**config.mk**
```make
export PLATFORM = sky130hd
export DESIGN_NAME = paged_pc_unit
export DESIGN_NICKNAME = d
export VERILOG_FILES = /design/src/rtl/pcu_pkg.sv /design/src/rtl/pcu_latch.sv /design/src/rtl/pcu_sel.sv /design/src/rtl/pcu_next.sv /design/src/rtl/paged_pc_unit.sv
export SDC_FILE = /design/constraint.sdc
export NUM_CORES = 1
export LEC_CHECK = 0
export BUFFER_PORTS_ARGS = -buffer_cell sky130_fd_sc_hd__buf_2
export CORE_ASPECT_RATIO = 1.4
export CORE_MARGIN = 1
export CORE_UTILIZATION = 45
export DETAILED_ROUTE_END_ITERATION = 10
export GPL_TIMING_DRIVEN = 0
export MAX_ROUTING_LAYER = met4
export PLACE_DENSITY_LB_ADDON = 0.12
export SYNTH_ARGS = -nofsm -noshare
export SYNTH_HDL_FRONTEND = slang
export SYNTH_SLANG_ARGS = --single-unit
```
**constraint.sdc**
```tcl
create_clock -name clk -period 1.9 [get_ports clk]
set_input_delay 0.19 -clock clk [delete_from_list [all_inputs] [get_ports clk]]
set_output_delay 0.19 -clock clk [all_outputs]
set_load 0.01 [all_outputs]
```
**src/rtl/pcu_pkg.sv**
```systemverilog
// Package: shared sizes and the update-source encoding of the paged counter.
// Assumes: the default sizes describe a 13-bit counter with an 8-bit low byte.
package pcu_pkg;

    localparam int PCU_PC_W  = 13;
    localparam int PCU_LO_W  = 8;
    localparam int PCU_JMP_W = 11;

    // Selected source of the next counter value, chosen once per cycle.
    typedef enum logic [2:0] {
        SRC_HOLD = 3'd0,
        SRC_INC  = 3'd1,
        SRC_LO   = 3'd2,
        SRC_JMP  = 3'd3,
        SRC_RET  = 3'd4
    } pc_src_e;

endpackage

```
**src/rtl/pcu_latch.sv**
```systemverilog
// Module: page latch holding the upper address bits for later counter loads.
// Assumes: the write strobe is independent of the counter strobes; a write
// takes effect at the edge, so a same-cycle user sees the old contents.
module pcu_latch #(
    parameter int LAT_W = 5
) (
    input  logic             clk,
    input  logic             rst_n,
    input  logic             wr_en,
    input  logic [LAT_W-1:0] wdata,
    output logic [LAT_W-1:0] lat_q
);

    // Store a new page value on request; clear on reset.
    always_ff @(posedge clk) begin
        if (!rst_n) begin
            lat_q <= '0;
        end else if (wr_en) begin
            lat_q <= wdata;
        end
    end

endmodule

```
**src/rtl/pcu_sel.sv**
```systemverilog
// Module: fixed-priority choice of the counter update source.
// Assumes: reset is handled by the counter register itself; the order
// here is return, jump, low-byte write, increment, hold.
module pcu_sel
    import pcu_pkg::*;
(
    input  logic    inc_en,
    input  logic    lo_wr,
    input  logic    jmp_en,
    input  logic    ret_en,
    output pc_src_e src
);

    // Resolve concurrent strobes into exactly one source.
    always_comb begin
        if (ret_en) begin
            src = SRC_RET;
        end else if (jmp_en) begin
            src = SRC_JMP;
        end else if (lo_wr) begin
            src = SRC_LO;
        end else if (inc_en) begin
            src = SRC_INC;
        end else begin
            src = SRC_HOLD;
        end
    end

endmodule

```
**src/rtl/pcu_next.sv**
```systemverilog
// Module: builds the next counter value for the selected source.
// Assumes: LAT_W = PC_W - LO_W and the jump page field is the top
// PC_W - JMP_W bits of the latch.
module pcu_next
    import pcu_pkg::*;
#(
    parameter int PC_W  = 13,
    parameter int LO_W  = 8,
    parameter int JMP_W = 11
) (
    input  pc_src_e                 src,
    input  logic [PC_W-1:0]         pc_q,
    input  logic [PC_W-LO_W-1:0]    lat_q,
    input  logic [LO_W-1:0]         lo_wdata,
    input  logic [JMP_W-1:0]        jmp_tgt,
    input  logic [PC_W-1:0]         ret_addr,
    output logic [PC_W-1:0]         pc_d
);

    localparam int LAT_W  = PC_W - LO_W;
    localparam int PAGE_W = PC_W - JMP_W;

    logic [PC_W-1:0]   pc_inc;
    logic [PC_W-1:0]   pc_lo_ld;
    logic [PC_W-1:0]   pc_jmp;
    logic [PAGE_W-1:0] page_sel;

    // Candidate values, one per source; the increment wraps naturally.
    always_comb begin
        page_sel = lat_q[LAT_W-1 -: PAGE_W];
        pc_inc   = pc_q + PC_W'(1);
        pc_lo_ld = {lat_q, lo_wdata};
        pc_jmp   = {page_sel, jmp_tgt};
    end

    // Pick the candidate named by the source code.
    always_comb begin
        unique case (src)
            SRC_RET:  pc_d = ret_addr;
            SRC_JMP:  pc_d = pc_jmp;
            SRC_LO:   pc_d = pc_lo_ld;
            SRC_INC:  pc_d = pc_inc;
            default:  pc_d = pc_q;
        endcase
    end

endmodule

```
**src/rtl/paged_pc_unit.sv**
```systemverilog
// Module: top of the paged program counter unit.
// Assumes: strobes are single-cycle decoder outputs sampled at the rising
// edge; the stack that supplies ret_addr lives outside this block.
module paged_pc_unit
    import pcu_pkg::*;
#(
    parameter int PC_W  = PCU_PC_W,
    parameter int LO_W  = PCU_LO_W,
    parameter int JMP_W = PCU_JMP_W
) (
    input  logic                  clk,
    input  logic                  rst_n,
    input  logic                  inc_en,
    input  logic                  lo_wr,
    input  logic [LO_W-1:0]       lo_wdata,
    input  logic                  jmp_en,
    input  logic [JMP_W-1:0]      jmp_tgt,
    input  logic                  ret_en,
    input  logic [PC_W-1:0]       ret_addr,
    input  logic                  lat_wr,
    input  logic [PC_W-LO_W-1:0]  lat_wdata,
    output logic [PC_W-1:0]       pc,
    output logic [LO_W-1:0]       pc_lo
);

    localparam int LAT_W = PC_W - LO_W;

    logic [LAT_W-1:0] lat_q;
    logic [PC_W-1:0]  pc_q;
    logic [PC_W-1:0]  pc_d;
    pc_src_e          src;

    pcu_latch #(.LAT_W(LAT_W)) u_latch (
        .clk   (clk),
        .rst_n (rst_n),
        .wr_en (lat_wr),
        .wdata (lat_wdata),
        .lat_q (lat_q)
    );

    pcu_sel u_sel (
        .inc_en (inc_en),
        .lo_wr  (lo_wr),
        .jmp_en (jmp_en),
        .ret_en (ret_en),
        .src    (src)
    );

    pcu_next #(.PC_W(PC_W), .LO_W(LO_W), .JMP_W(JMP_W)) u_next (
        .src      (src),
        .pc_q     (pc_q),
        .lat_q    (lat_q),
        .lo_wdata (lo_wdata),
        .jmp_tgt  (jmp_tgt),
        .ret_addr (ret_addr),
        .pc_d     (pc_d)
    );

    // Counter register; reset outranks every strobe.
    always_ff @(posedge clk) begin
        if (!rst_n) begin
            pc_q <= '0;
        end else begin
            pc_q <= pc_d;
        end
    end

    // Expose the full counter and its readable low byte.
    always_comb begin
        pc    = pc_q;
        pc_lo = pc_q[LO_W-1:0];
    end

endmodule

```
==> flow_summary.yaml <==
status:
  status: "complete, no violations"
setup_path:
  setup.worst_path.start: "pc[0]"
  worstSetupPathType: "register to register"
  path_delay_family: "flip-flops"
  reg2reg_from: "pc[0]"
  cp_cell_sequence: "ha_1 > nand3_1 > xor2_1 > a221o_1 > a21oi_1"
  critPathRequiredTime_ns: 2.14
  crit_path_end_kind: "register"
  worstPathArrival_ns: 1.85
  critical_path_buf_inv_count: 0
  crit_slowest_cell: "dfxtp_1"
  cp-start-kind: "register"
  slowest_delay_ns: 0.48
  cp_max_fo: 8
global_routing:
  grt-ovfl-total: 0
  grt_pass1_vias: 1390
  grt_max_degree: 11
  antenna_found_initial: 0
  grt_usage_pct: 27.8
  grt_first_pass_wirelength_um: 6140
power:
  p_per_area_nw_per_um2: 580
  vdd_drop_max_mv: 0.357
  leakagePower_nw: 0.749
  total_power_mw: 0.965
worst_hold_path:
  hold_path.startpoint: "lat_wdata[4]"
  hold_path_class: "input port to register"
sta:
  rsz0062_at_grt: "false"
  worstMarginPinSlew_ns: 0.490
  finalSetupViolCount: 0
  finalSetupTns_ns: 0
  period_needed_ns: 1.61
  finalMaxSlewViolations: 0
  relSlewSlack_pct: 67.3
  fin_skew_ns: 0.00983
  finalCritPeriodShare_pct: 84.9
  finalHoldViolCount: 0
  hold_ws_ns: 0.122
  fin_ws_ns: 0.287
  max_freq_mhz: 620
placement:
  dpl-instance-area_sq_um: 1630
  gp_congestion: 0.892
  hpwlAfterDp_um: 2820
  preCtsSetupSlack_ns: 0.332
  io_buffers: 59
clock_tree:
  cts.path.max_buffers: 2
  clockRootBuffer: "clkbuf_4"
  postCtsSetupRepairBufs: 0
  clkSinkCount: 18
  ctsHoldBuffers: 0
  clk_latency_ns: 0.31
  htree_levels: 1
  cts_tree: "yes"
  clkTransAtPathRegs_ns: 0.12
  cts_buffers: 3
  cts_resized: 0
route:
  ant_nets: 0
  vias: 1518
  dr.pass1.iters: 4
  drt_wl_total_um: 3790
  route.detailed.drc: 0
  wl_per_cell_um: 14.2
  drt_first_iter_violations: 45
  vias_per_cell: 5.71
synth:
  synth-main-ff-cell: "dfxtp_1"
  yosysWarnings: 0
  synth_compound_area_share_pct: 29.7
  synthAdderAreaFrac_pct: 0.971
  synth-edff-count: 0
  ys_ff_latch: 18
  yosys.area_share.simple_pct: 22.1
  mappedNetlistNets: 212
  synthMuxAreaShare_pct: 4.66
  seq_area_frac_synth_pct: 28.0
  synthCells: 167
  syn_area_per_cell_sq_um: 7.72
  synth_cell_types: 41
  synth_xor_xnor_area_share_pct: 3.40
  async_reset_ff_share_pct: 0
  synth_top_family_by_area: "compound AO/OA/AOI/OAI gates"
  syn_area_sq_um: 1290
floorplanning:
  fp-row-count: 22
  die_w_um: 47.2
  initial_utilization_pct: 48.3
  die_height_um: 65.3
  fp.coreArea_sq_um: 2670
  die_area_sq_um: 3090
  ios: 65
layout:
  fin_area_sq_um: 1670
  layout_common_cells: "buf_2 (62), dfxtp_1 (18), a21oi_1 (17)"
  mostFrequentLayoutCell: "buf_2"
  drive_above_1_share_pct: 34.8
  diodes: 0
  nets: 276
  areaGrowthSynthToFinish_pct: 29.2
  fillers: 270
run:
  drv_cap: 0
## worst reg2reg max path: stages (launching register included)
cell and delay, ns:
dfxtp_1 0.48, ha_1 0.33, nand3_1 0.13, xor2_1 0.16
a221o_1 0.32, a21oi_1 0.11
## stage by stage
| stage | utilization [%] | cells |
|---|---|---|
| floorplan | - | 167 |
| global placement | 61.0 | 262 |
| detailed placement | 61.0 | 262 |
| CTS | 62.4 | 266 |
| global route | 62.4 | 266 |
| finish | 62.4 | 266 |
## kinds of logic after synthesis
family,after synthesis
XOR/XNOR,5
buffers and inverters,29
adder cells (fa/ha/maj),1
AO/OA/AOI/OAI,55
AND/OR/NAND/NOR,53
flip-flops,18
multiplexers,6
## metal layers
metal	vias to the layer above	GRT usage (%)	share of wire (%)
li1	743	-	-
met1	690	32.9	41
met2	75	43.5	50
met3	10	4.40	5.5
met4	0	15.0	2.6
met5	-	-	0
## registers in the layout, indices dropped and copies added (netlist names)
register,flops
u_latch.lat_q,5
pc,13
## area by class of cell
class	instances	area [sq um]	area share, %
Multi-Input combinational cell	120	785	47.1
Timing Repair Buffer	59	295	17.7
Tap cell	36	45.0	2.70
Clock buffer	4	36.3	2.18
Inverter	8	30.0	1.80
Buffer	21	114	6.84
Sequential cell	18	360	21.6
## synthesized netlist by cell type (all sizes together), types with 2 or more instances
library cell | number | area share (%)
a31oi | 3 | 1.5
a221oi | 3 | 2.0
nand3 | 6 | 2.3
o22ai | 3 | 1.5
nand2 | 10 | 2.9
a221o | 2 | 1.6
o221ai | 9 | 6.1
or2 | 2 | 0.97
dfxtp | 18 | 28
buf | 11 | 5.8
nand4 | 2 | 2.1
inv | 8 | 2.3
o31ai | 4 | 2.3
mux2i | 6 | 4.7
o21a | 4 | 2.3
a2111oi | 2 | 1.4
nor2 | 11 | 3.2
nor3 | 7 | 2.7
o21ai | 3 | 1.2
nor2b | 6 | 2.9
a21oi | 17 | 6.6
nor4 | 2 | 0.97
xnor2 | 3 | 2.0
xor2 | 2 | 1.4
clkbuf | 10 | 3.0
## final timing paths
check / end / slack, ns / cells past startpoint
min: u_latch.lat_q[4] / 0.12 / 3
min reg2reg: u_latch.lat_q[3] / 0.51 / 2
max reg2reg: pc[4] / 0.29 / 5
max: pc[4] / 0.29 / 5
## report_power, final
group / total (mW) / internal, mW / switching, mW
registers: 0.447 / 0.406 / 0.0409
clock network: 0.248 / 0.117 / 0.131
logic: 0.271 / 0.135 / 0.136
total: 0.965 / 0.658 / 0.307
(Power assumes the default switching activity.)
